$ cat config.mk
export PLATFORM = sky130hd
export DESIGN_NAME = mphase_pwm_gen
export DESIGN_NICKNAME = d
export VERILOG_FILES = /design/src/rtl/mpwm_pkg.sv /design/src/rtl/mpwm_rst_sync.sv /design/src/rtl/mpwm_phase_plan.sv /design/src/rtl/mpwm_chan.sv /design/src/rtl/mphase_pwm_gen.sv
export SDC_FILE = /design/constraint.sdc
export NUM_CORES = 1
export LEC_CHECK = 0
export BUFFER_PORTS_ARGS = -buffer_cell sky130_fd_sc_hd__buf_2
export CORE_MARGIN = 3
export CORE_UTILIZATION = 59
export CTS_CLUSTER_SIZE = 30
export DETAILED_ROUTE_END_ITERATION = 10
export PLACE_DENSITY = 0.79
export RECOVER_POWER = 100
export SLEW_MARGIN = 20
export SYNTH_ARGS = -nofsm -noshare
export SYNTH_HDL_FRONTEND = slang
export SYNTH_SLANG_ARGS = --single-unit
$ cat constraint.sdc
create_clock -name clk -period 3.5 [get_ports clk]
set_input_delay 0.7 -clock clk [delete_from_list [all_inputs] [get_ports clk]]
set_output_delay 0.7 -clock clk [all_outputs]
set_load 0.02 [all_outputs]
$ cat src/rtl/mpwm_pkg.sv
package mpwm_pkg;

  // Three-way drive of a channel pad
  typedef enum logic [1:0] {
    DRV_OFF = 2'd0,
    DRV_LO  = 2'd1,
    DRV_HI  = 2'd2
  } drive_e;

endpackage

$ cat src/rtl/mpwm_rst_sync.sv
module mpwm_rst_sync (
  input  logic clk,
  input  logic rst_n,
  output logic rst_n_sync_o
);

  logic stg1_q, stg2_q;
  logic stg1_d, stg2_d;

  always_comb begin
    stg1_d = 1'b1;
    stg2_d = stg1_q;
  end

  always_ff @(posedge clk or negedge rst_n) begin
    if (!rst_n) begin
      stg1_q <= 1'b0;
      stg2_q <= 1'b0;
    end else begin
      stg1_q <= stg1_d;
      stg2_q <= stg2_d;
    end
  end

  assign rst_n_sync_o = stg2_q;

endmodule

$ cat src/rtl/mpwm_phase_plan.sv
// Decodes the strap read-back into a phase count and works out the
// start offset of every channel within the shared period.
module mpwm_phase_plan #(
  parameter int MAX_PH = 4,
  parameter int CNT_W  = 10,
  parameter int IDX_W  = $clog2(MAX_PH + 1)
) (
  input  logic [MAX_PH-1:0] strap_i,
  input  logic [CNT_W-1:0]  period_i,
  output logic [IDX_W-1:0]  nph_o,
  output logic [MAX_PH-1:0] act_o,
  output logic [CNT_W-1:0]  off_o [MAX_PH]
);

  localparam int PW = CNT_W + IDX_W;

  logic [IDX_W-1:0] strip;
  logic [IDX_W-1:0] nph;
  logic             in_run;

  // count consecutive high straps from the top channel downward
  always_comb begin
    strip  = '0;
    in_run = 1'b1;
    for (int i = MAX_PH - 1; i >= 0; i--) begin
      if (in_run && strap_i[i]) begin
        strip = strip + IDX_W'(1);
      end else begin
        in_run = 1'b0;
      end
    end
    nph = IDX_W'(MAX_PH) - strip;
    if (nph < IDX_W'(2)) begin
      nph = IDX_W'(2);
    end
  end

  assign nph_o = nph;

  genvar k;
  generate
    for (k = 0; k < MAX_PH; k++) begin : g_off
      logic [PW-1:0] prod;
      assign act_o[k] = (IDX_W'(k) < nph);
      assign prod     = PW'(k) * PW'(period_i);
      assign off_o[k] = act_o[k] ? CNT_W'(prod / PW'(nph)) : '0;
    end
  endgenerate

endmodule

$ cat src/rtl/mpwm_chan.sv
// One PWM channel: local phase position, corrected and clamped duty,
// load at the channel period start, registered three-way drive.
module mpwm_chan
  import mpwm_pkg::*;
#(
  parameter int CNT_W = 10,
  parameter int COR_W = 8
) (
  input  logic             clk,
  input  logic             rst_n,
  input  logic             en_i,
  input  logic             act_i,
  input  logic             drive_ok_i,
  input  logic             run_i,
  input  logic [CNT_W-1:0] cnt_i,
  input  logic [CNT_W-1:0] per_i,
  input  logic [CNT_W-1:0] off_i,
  input  logic [CNT_W-1:0] duty_i,
  input  logic [COR_W-1:0] corr_i,
  output drive_e           drv_o,
  output logic             start_o
);

  localparam int EW = CNT_W + 2;

  logic [CNT_W:0]   pos;
  logic             at_start;
  logic [EW-1:0]    diff;
  logic [EW-1:0]    pm1;
  logic [CNT_W-1:0] eff;
  logic             hi_next;
  logic [CNT_W-1:0] dcur_q, dcur_d;
  logic             dcur_ld;
  drive_e           drv_q, drv_d;

  // position inside this channel's own period
  always_comb begin
    if (cnt_i >= off_i) begin
      pos = {1'b0, cnt_i} - {1'b0, off_i};
    end else begin
      pos = {1'b0, cnt_i} + {1'b0, per_i} - {1'b0, off_i};
    end
  end

  assign at_start = (pos == '0);

  // corrected duty, clamped to 0..P-1
  always_comb begin
    diff = {2'b00, duty_i} - {{(EW-COR_W){corr_i[COR_W-1]}}, corr_i};
    pm1  = {2'b00, per_i} - EW'(1);
    if (diff[EW-1]) begin
      eff = '0;
    end else if (diff > pm1) begin
      eff = pm1[CNT_W-1:0];
    end else begin
      eff = diff[CNT_W-1:0];
    end
  end

  // duty register loads only at the period start (no runt pulses)
  assign dcur_ld = en_i && at_start;

  always_comb begin
    dcur_d = dcur_q;
    if (dcur_ld) begin
      dcur_d = eff;
    end
  end

  always_comb begin
    if (at_start) begin
      hi_next = (eff != '0);
    end else begin
      hi_next = (pos < {1'b0, dcur_q});
    end
  end

  always_comb begin
    if (!en_i || !act_i || !drive_ok_i) begin
      drv_d = DRV_OFF;
    end else if (!run_i) begin
      drv_d = DRV_LO;
    end else if (hi_next) begin
      drv_d = DRV_HI;
    end else begin
      drv_d = DRV_LO;
    end
  end

  always_ff @(posedge clk or negedge rst_n) begin
    if (!rst_n) begin
      dcur_q <= '0;
      drv_q  <= DRV_OFF;
    end else begin
      dcur_q <= dcur_d;
      drv_q  <= drv_d;
    end
  end

  assign drv_o   = drv_q;
  assign start_o = en_i && act_i && at_start;

endmodule

$ cat src/rtl/mphase_pwm_gen.sv
module mphase_pwm_gen
  import mpwm_pkg::*;
#(
  parameter int MAX_PH = 4,
  parameter int CNT_W  = 10,
  parameter int COR_W  = 8
) (
  input  logic                    clk,
  input  logic                    rst_n,
  input  logic [MAX_PH-1:0]       strap_i,
  input  logic [CNT_W-1:0]        period_i,
  input  logic [CNT_W-1:0]        duty_i,
  input  logic [MAX_PH*COR_W-1:0] corr_i,
  input  logic                    run_i,
  input  logic                    hiz_i,
  input  logic                    dis_n_i,
  output logic [MAX_PH-1:0]       pwm_o,
  output logic [MAX_PH-1:0]       pwm_oe_o,
  output logic                    ripple_o
);

  localparam int IDX_W = $clog2(MAX_PH + 1);

  logic rst_int_n;

  // captured configuration
  logic                det_q, det_d;
  logic [MAX_PH-1:0]   act_q, act_d;
  logic [CNT_W-1:0]    per_q, per_d;
  logic [CNT_W-1:0]    off_q [MAX_PH];
  logic [CNT_W-1:0]    off_d [MAX_PH];
  logic [CNT_W-1:0]    cnt_q, cnt_d;
  logic                rip_q, rip_d;

  logic [IDX_W-1:0]    plan_nph;
  logic [MAX_PH-1:0]   plan_act;
  logic [CNT_W-1:0]    plan_off [MAX_PH];

  logic [MAX_PH-1:0]   start;
  drive_e              drv [MAX_PH];
  logic                drive_ok;

  mpwm_rst_sync u_rst (
    .clk          (clk),
    .rst_n        (rst_n),
    .rst_n_sync_o (rst_int_n)
  );

  mpwm_phase_plan #(
    .MAX_PH (MAX_PH),
    .CNT_W  (CNT_W),
    .IDX_W  (IDX_W)
  ) u_plan (
    .strap_i  (strap_i),
    .period_i (period_i),
    .nph_o    (plan_nph),
    .act_o    (plan_act),
    .off_o    (plan_off)
  );

  // capture on the first clock after reset, then run the shared counter
  always_comb begin
    det_d = det_q;
    act_d = act_q;
    per_d = per_q;
    cnt_d = cnt_q;
    for (int k = 0; k < MAX_PH; k++) begin
      off_d[k] = off_q[k];
    end
    if (!det_q) begin
      det_d = 1'b1;
      act_d = plan_act;
      per_d = period_i;
      cnt_d = '0;
      for (int k = 0; k < MAX_PH; k++) begin
        off_d[k] = plan_off[k];
      end
    end else if (cnt_q >= per_q - CNT_W'(1)) begin
      cnt_d = '0;
    end else begin
      cnt_d = cnt_q + CNT_W'(1);
    end
  end

  assign rip_d    = |start;
  assign drive_ok = dis_n_i && !hiz_i;

  always_ff @(posedge clk or negedge rst_int_n) begin
    if (!rst_int_n) begin
      det_q <= 1'b0;
      act_q <= '0;
      per_q <= '0;
      cnt_q <= '0;
      rip_q <= 1'b0;
      for (int k = 0; k < MAX_PH; k++) begin
        off_q[k] <= '0;
      end
    end else begin
      det_q <= det_d;
      act_q <= act_d;
      per_q <= per_d;
      cnt_q <= cnt_d;
      rip_q <= rip_d;
      for (int k = 0; k < MAX_PH; k++) begin
        off_q[k] <= off_d[k];
      end
    end
  end

  genvar k;
  generate
    for (k = 0; k < MAX_PH; k++) begin : g_ch
      mpwm_chan #(
        .CNT_W (CNT_W),
        .COR_W (COR_W)
      ) u_chan (
        .clk        (clk),
        .rst_n      (rst_int_n),
        .en_i       (det_q),
        .act_i      (act_q[k]),
        .drive_ok_i (drive_ok),
        .run_i      (run_i),
        .cnt_i      (cnt_q),
        .per_i      (per_q),
        .off_i      (off_q[k]),
        .duty_i     (duty_i),
        .corr_i     (corr_i[k*COR_W +: COR_W]),
        .drv_o      (drv[k]),
        .start_o    (start[k])
      );
      assign pwm_o[k]    = (drv[k] == DRV_HI);
      assign pwm_oe_o[k] = (drv[k] != DRV_OFF);
    end
  endgenerate

  assign ripple_o = rip_q;

endmodule

==> results.md, run 1 <==
- GRT Util Overall: 90.8%
- Outcome: stopped before the end
- Sink Count: 116
- Rows: 70
- Synthesized area: 22300 sq um
- Halt Stage: 5_1_grt
- Pin count of the biggest net entering global routing: 71
- Yosys cell types: 119
- Cts-stage hold buffer count: 0
- Initial Util: 60.4%
- First-pass GRT wire length: 294000 um
- Yosys reg bits: 116
- Chip Width: 200 um
- Post-Syn Instances: 2929
- IO Count: 70
- Vias in the first global route: 44324
- Pre-CTS WS: -17.01 ns
- Root Driver: clkbuf_16
- H-tree Lvls: 4
- Sequential-to-total area share from yosys stat: 13.0%
- Die Y: 200 um
- CTS buffer count: 17
- Ys async rst share: 100%
- Max clock buf depth: 2
- Total congestion overflow: 1117
- Err: [ERROR GRT-0116] Global routing finished with congestion. Check the congestion regions in the DRC Viewer.
- Post-synth EDFFs: 0
- Avg Inst Size Synth: 7.60 sq um
- Ys Warns: 0
- GP Congestion: 1.02
- I/O Buffers: 69
- Final HPWL from detailed placement: 78400 um
- Prevailing post-synth register cell: dfrtp_1
## cells by family after synthesis
| family | synth area share [%] |
|---|---|
| AOI/OAI and AO/OA | 26.7 |
| xor gates and xnor gates | 6.00 |
| adders and majority gates | 21.8 |
| buffers and inverters | 5.41 |
| DFF | 13.0 |
| muxes | 4.20 |
| other | 0.0337 |
| and+or+nand+nor | 22.8 |
## synthesized netlist by cell type (10+ instances only)
cell        n  share of area (%)
ha_1      361                 20
nor2_1    239                4.0
inv_1     236                4.0
nand2_1   228                3.8
o21ai_0   203                4.6
a21oi_1   189                4.2
dfrtp_1   116                 13
xnor2_1    97                3.8
nor3_1     96                2.2
nand2b_1   85                2.4
o21a_1     80                2.7
a21o_1     79                2.7
nand3_1    67                1.5
mux2i_1    63                2.8
clkbuf_1   59               0.99
nor2b_1    58                1.6
o31ai_1    57                1.9
xor2_1     51                2.0
nand4_1    33               0.93
nor4_1     27               0.76
or2_2      27               0.76
o211ai_1   25               0.84
mux2_2     23                1.2
o21bai_1   23               0.78
and2_1     21               0.59
and3_1     20               0.56
or3_1      20               0.56
a211oi_1   18               0.61
a21boi_0   18               0.61
a22o_1     15               0.59
fa_1       15                1.3
o22ai_1    15               0.42
or4_1      14               0.47
a31oi_1    11               0.31
o21ai_1    10               0.22
## what timing repair did
item                       CTS
pin swaps                  123
gates resized for setup    174
setup buffers              117
setup endpoints to repair   96
## routing by layer
layer  GRT overflow  GRT usage (%)
met5              4           51.1
met4            333           97.0
met3             15           80.4
met2            736            105
met1             29           86.7
## per-stage QoR
stage	cell area [sq um]	std cells	TNS, ns	util [%]
after floorplan	23700	2932	-325.10	-
after global placement	32300	4502	-321.69	87.5
after detailed placement	32300	4502	-363.23	87.5
after CTS	34500	4651	-327.23	93.5
==> inputs of run 2 (changes only) <==
--- a/config.mk
+++ b/config.mk
@@ -7,10 +7,9 @@
 export LEC_CHECK = 0
 export BUFFER_PORTS_ARGS = -buffer_cell sky130_fd_sc_hd__buf_2
 export CORE_MARGIN = 3
-export CORE_UTILIZATION = 59
-export CTS_CLUSTER_SIZE = 30
+export CORE_UTILIZATION = 40
 export DETAILED_ROUTE_END_ITERATION = 10
-export PLACE_DENSITY = 0.79
+export PLACE_DENSITY_LB_ADDON = 0.15
 export RECOVER_POWER = 100
 export SLEW_MARGIN = 20
 export SYNTH_ARGS = -nofsm -noshare
==> constraint.sdc (replaced) <==
create_clock -name clk -period 4.55 [get_ports clk]
set_input_delay 0.91 -clock clk [delete_from_list [all_inputs] [get_ports clk]]
set_output_delay 0.91 -clock clk [all_outputs]
set_load 0.02 [all_outputs]
==> run 2 against run 1 <==
  * The flow now finishes, with violations (max-capacitance violations, max-slew violations, negative setup slack)
  * Synthesized area unchanged
  * Synthesized cell count is the same
==> results.md, run 2 <==
- Post-synth top area share: 20.3%
- Reg2Reg Setup Slack: -0.33 ns
- Critical Path Sink: off_q[10]
- Final Routed Wirelength: 88600 um
- Post-synth EDFFs: 0
- Slew Limit Headroom: -42.6%
- Yosys cell types: 119
- Core ar.: 54500 sq um
- Failing checks: max-capacitance violations, max-slew violations, negative setup slack
- Final worst slack: -14.60 ns
- Number of fillers in the final layout: 4288
- Most common library cells after synthesis: ha_1 (361), nor2_1 (239), inv_1 (236)
- FF-to-FF path depth: 27
- Final HPWL from detailed placement: 65800 um
- Fin nets: 4658
- Initial Util: 40.9%
- IO Count: 70
- # setup viols final: 60
- Outcome: complete, but fails checks
- WP data required: 4.86 ns
- Root Driver: clkbuf_16
- DR pass1 iterations: 6
- Final period util: 421%
- Tightest Pin Transition: 2.14 ns
- WL per Instance: 17.8 um
- Synthesized area: 22300 sq um
- Critical Path AT: 19.46 ns
- Sink Count: 116
- Crit path top cell by count: o21a_1
- Synth top area cells: ha_1 (20%), dfrtp_1 (13%), o21ai_0 (4.6%)
- I/O Buffers: 69
- Most frequent cell after synthesis: ha_1
- H-tree Lvls: 4
- CTS buffer count: 17
- Crit path launch: strap_i[3]
- RSZ-0062 raised after global routing: yes
- Routed vias/inst: 5.47
- Ys async rst share: 100%
- Final hold slack: 0.244 ns
- First-pass GRT wire length: 134000 um
- Vias in the first global route: 27135
- Worst-path clk slew: 0.06 ns
- Post-Syn Instances: 2929
- Critical Path Sink Type: flip-flop
- Share of cells above drive strength 1: 45.5%
- Max-slew violations: 72
- Commonest non-fill, non-tap cells in the layout: buf_4 (1172), ha_1 (308), inv_1 (227)
- Slowest cell on the critical path: or4b_4
- Ys Warns: 0
- Minimum clock period after layout: 19.15 ns
- Worst flop-to-flop path endpoint: g_ch[3].u_chan.drv_o[1]
- Remaining antenna violation count: 0
- GRT Util Overall: 27.4%
- CTS tree: done
- N_diodes: 0
- DIE AREA: 58500 sq um
- Initial antenna violation count: 0
- Area grow syn2layout: 67.7%
- Max clock buf depth: 2
- Yosys reg bits: 116
- Post-route non-filler standard cell count: 4973
- DP Cell Count: 4605
- Fmax achieved: 52.2 MHz
- Pin count of the biggest net entering global routing: 50
- Avg Inst Size Synth: 7.60 sq um
- Total number of vias: 27181
- R2r startpoint: cnt_q[1]
- Critical path class: input port to flip-flop
- MaxCap Viol Count: 2
- Sequential-to-total area share from yosys stat: 13.0%
- Critical path launch point type: input port
- Pre-CTS WS: -15.47 ns
- Hold crit path type: input port to asynchronous set/reset pin
- Rows: 85
- Crit-path max FO: 5
- Fin. Hold Viols: 0
- Final Skew: 0.0129 ns
- Latest clock arrival within the worst-skew pair: 0.45 ns
- Commonest non-fill, non-tap cell in the layout: buf_4
- Cts-stage hold buffer count: 0
- Prevailing post-synth register cell: dfrtp_1
- Drt initial violations: 1358
- Die Y: 242 um
- TNS Setup: -248.70 ns
- GP Congestion: 0.958
- Slowest stage delay, CP: 0.58 ns
- # DRC: 0
- Chip Width: 242 um
- Total congestion overflow: 0
- Top flop regs: g_ch.u_chan.dcur_q (40), off_q (40)
- Post-synth top area cell: ha_1
[run 2: cell counts after synthesis]
Identical to the previous run, type by type.
[run 2: logic make-up (layout without fill, tap and decap cells)]
logic type,after synthesis,after routing,share of synthesized area (%)
mux,89,89,4.20
fa+ha+maj,380,380,21.8
buf+inv,315,1616,5.41
compound gates,879,880,26.7
flops,116,116,13.0
simple gates,998,998,22.8
other cells,2,5,0.0337
xor+xnor,150,150,6.00
[run 2: how the worst min path moves through the flow]
stage / start / endpoint / slack, ns / cells past startpoint
after floorplan: u_rst.stg1_q / u_rst.rst_n_sync_o / 0.33 / 0
after detailed placement: u_rst.rst_n_sync_o / g_ch[3].u_chan.dcur_q[7] / 0.29 / 0
after CTS: rst_n / u_rst.rst_n_sync_o / 0.23 / 1
after global placement: u_rst.rst_n_sync_o / g_ch[3].u_chan.dcur_q[7] / 0.29 / 0
final: rst_n / u_rst.rst_n_sync_o / 0.24 / 1
after global routing: rst_n / u_rst.rst_n_sync_o / 0.25 / 1
[run 2: area by class of cell]
class	count	area (sq um)	area share, %
Clock inverter	10	130	0.348
Inverter	240	935	2.50
Sequential cell	116	2910	7.79
Tap cell	739	925	2.48
Timing Repair Buffer	1344	10500	28.1
Clock buffer	22	464	1.24
Multi-Input combinational cell	2502	21500	57.6
[run 2: per-stage QoR]
step	cell area, sq um	utilization (%)
3_5_place_dp	31300	57.4
3_3_place_gp	31300	57.4
6_report	37300	68.6
4_1_cts	34100	62.7
2_1_floorplan	23300	-
5_1_grt	37300	68.6
[run 2: what timing repair did]
action                                 4_1_cts  5_1_grt
endpoints found under the hold margin        0        0
resized for setup                          155      488
setup endpoints to repair                   79       79
pin swaps                                  154      317
gates cloned                                 0       14
setup buffers                              220      125
[run 2: worst max-delay path, delay by kind of cell]
kind,cells,cell delay (ns)
AND/OR/NAND/NOR,44,8.14
adder cells (fa/ha/maj),15,3.79
buffers and inverters,5,0.45
multiplexers,2,0.52
AO/OA/AOI/OAI,41,5.62
[run 2: routing by layer]
layer / up-vias / track usage (%) / routed length [um]
met5: - / 0 / 0
met4: 0 / 11.5 / 4500
met3: 260 / 2.14 / 2880
met2: 660 / 50.5 / 44400
met1: 12960 / 32.8 / 36900
li1: 13301 / - / -
Power of run 2 is left out: the tool's default activity adds up to more than one toggle a clock period on the data nets, which glitch-free logic cannot reach.
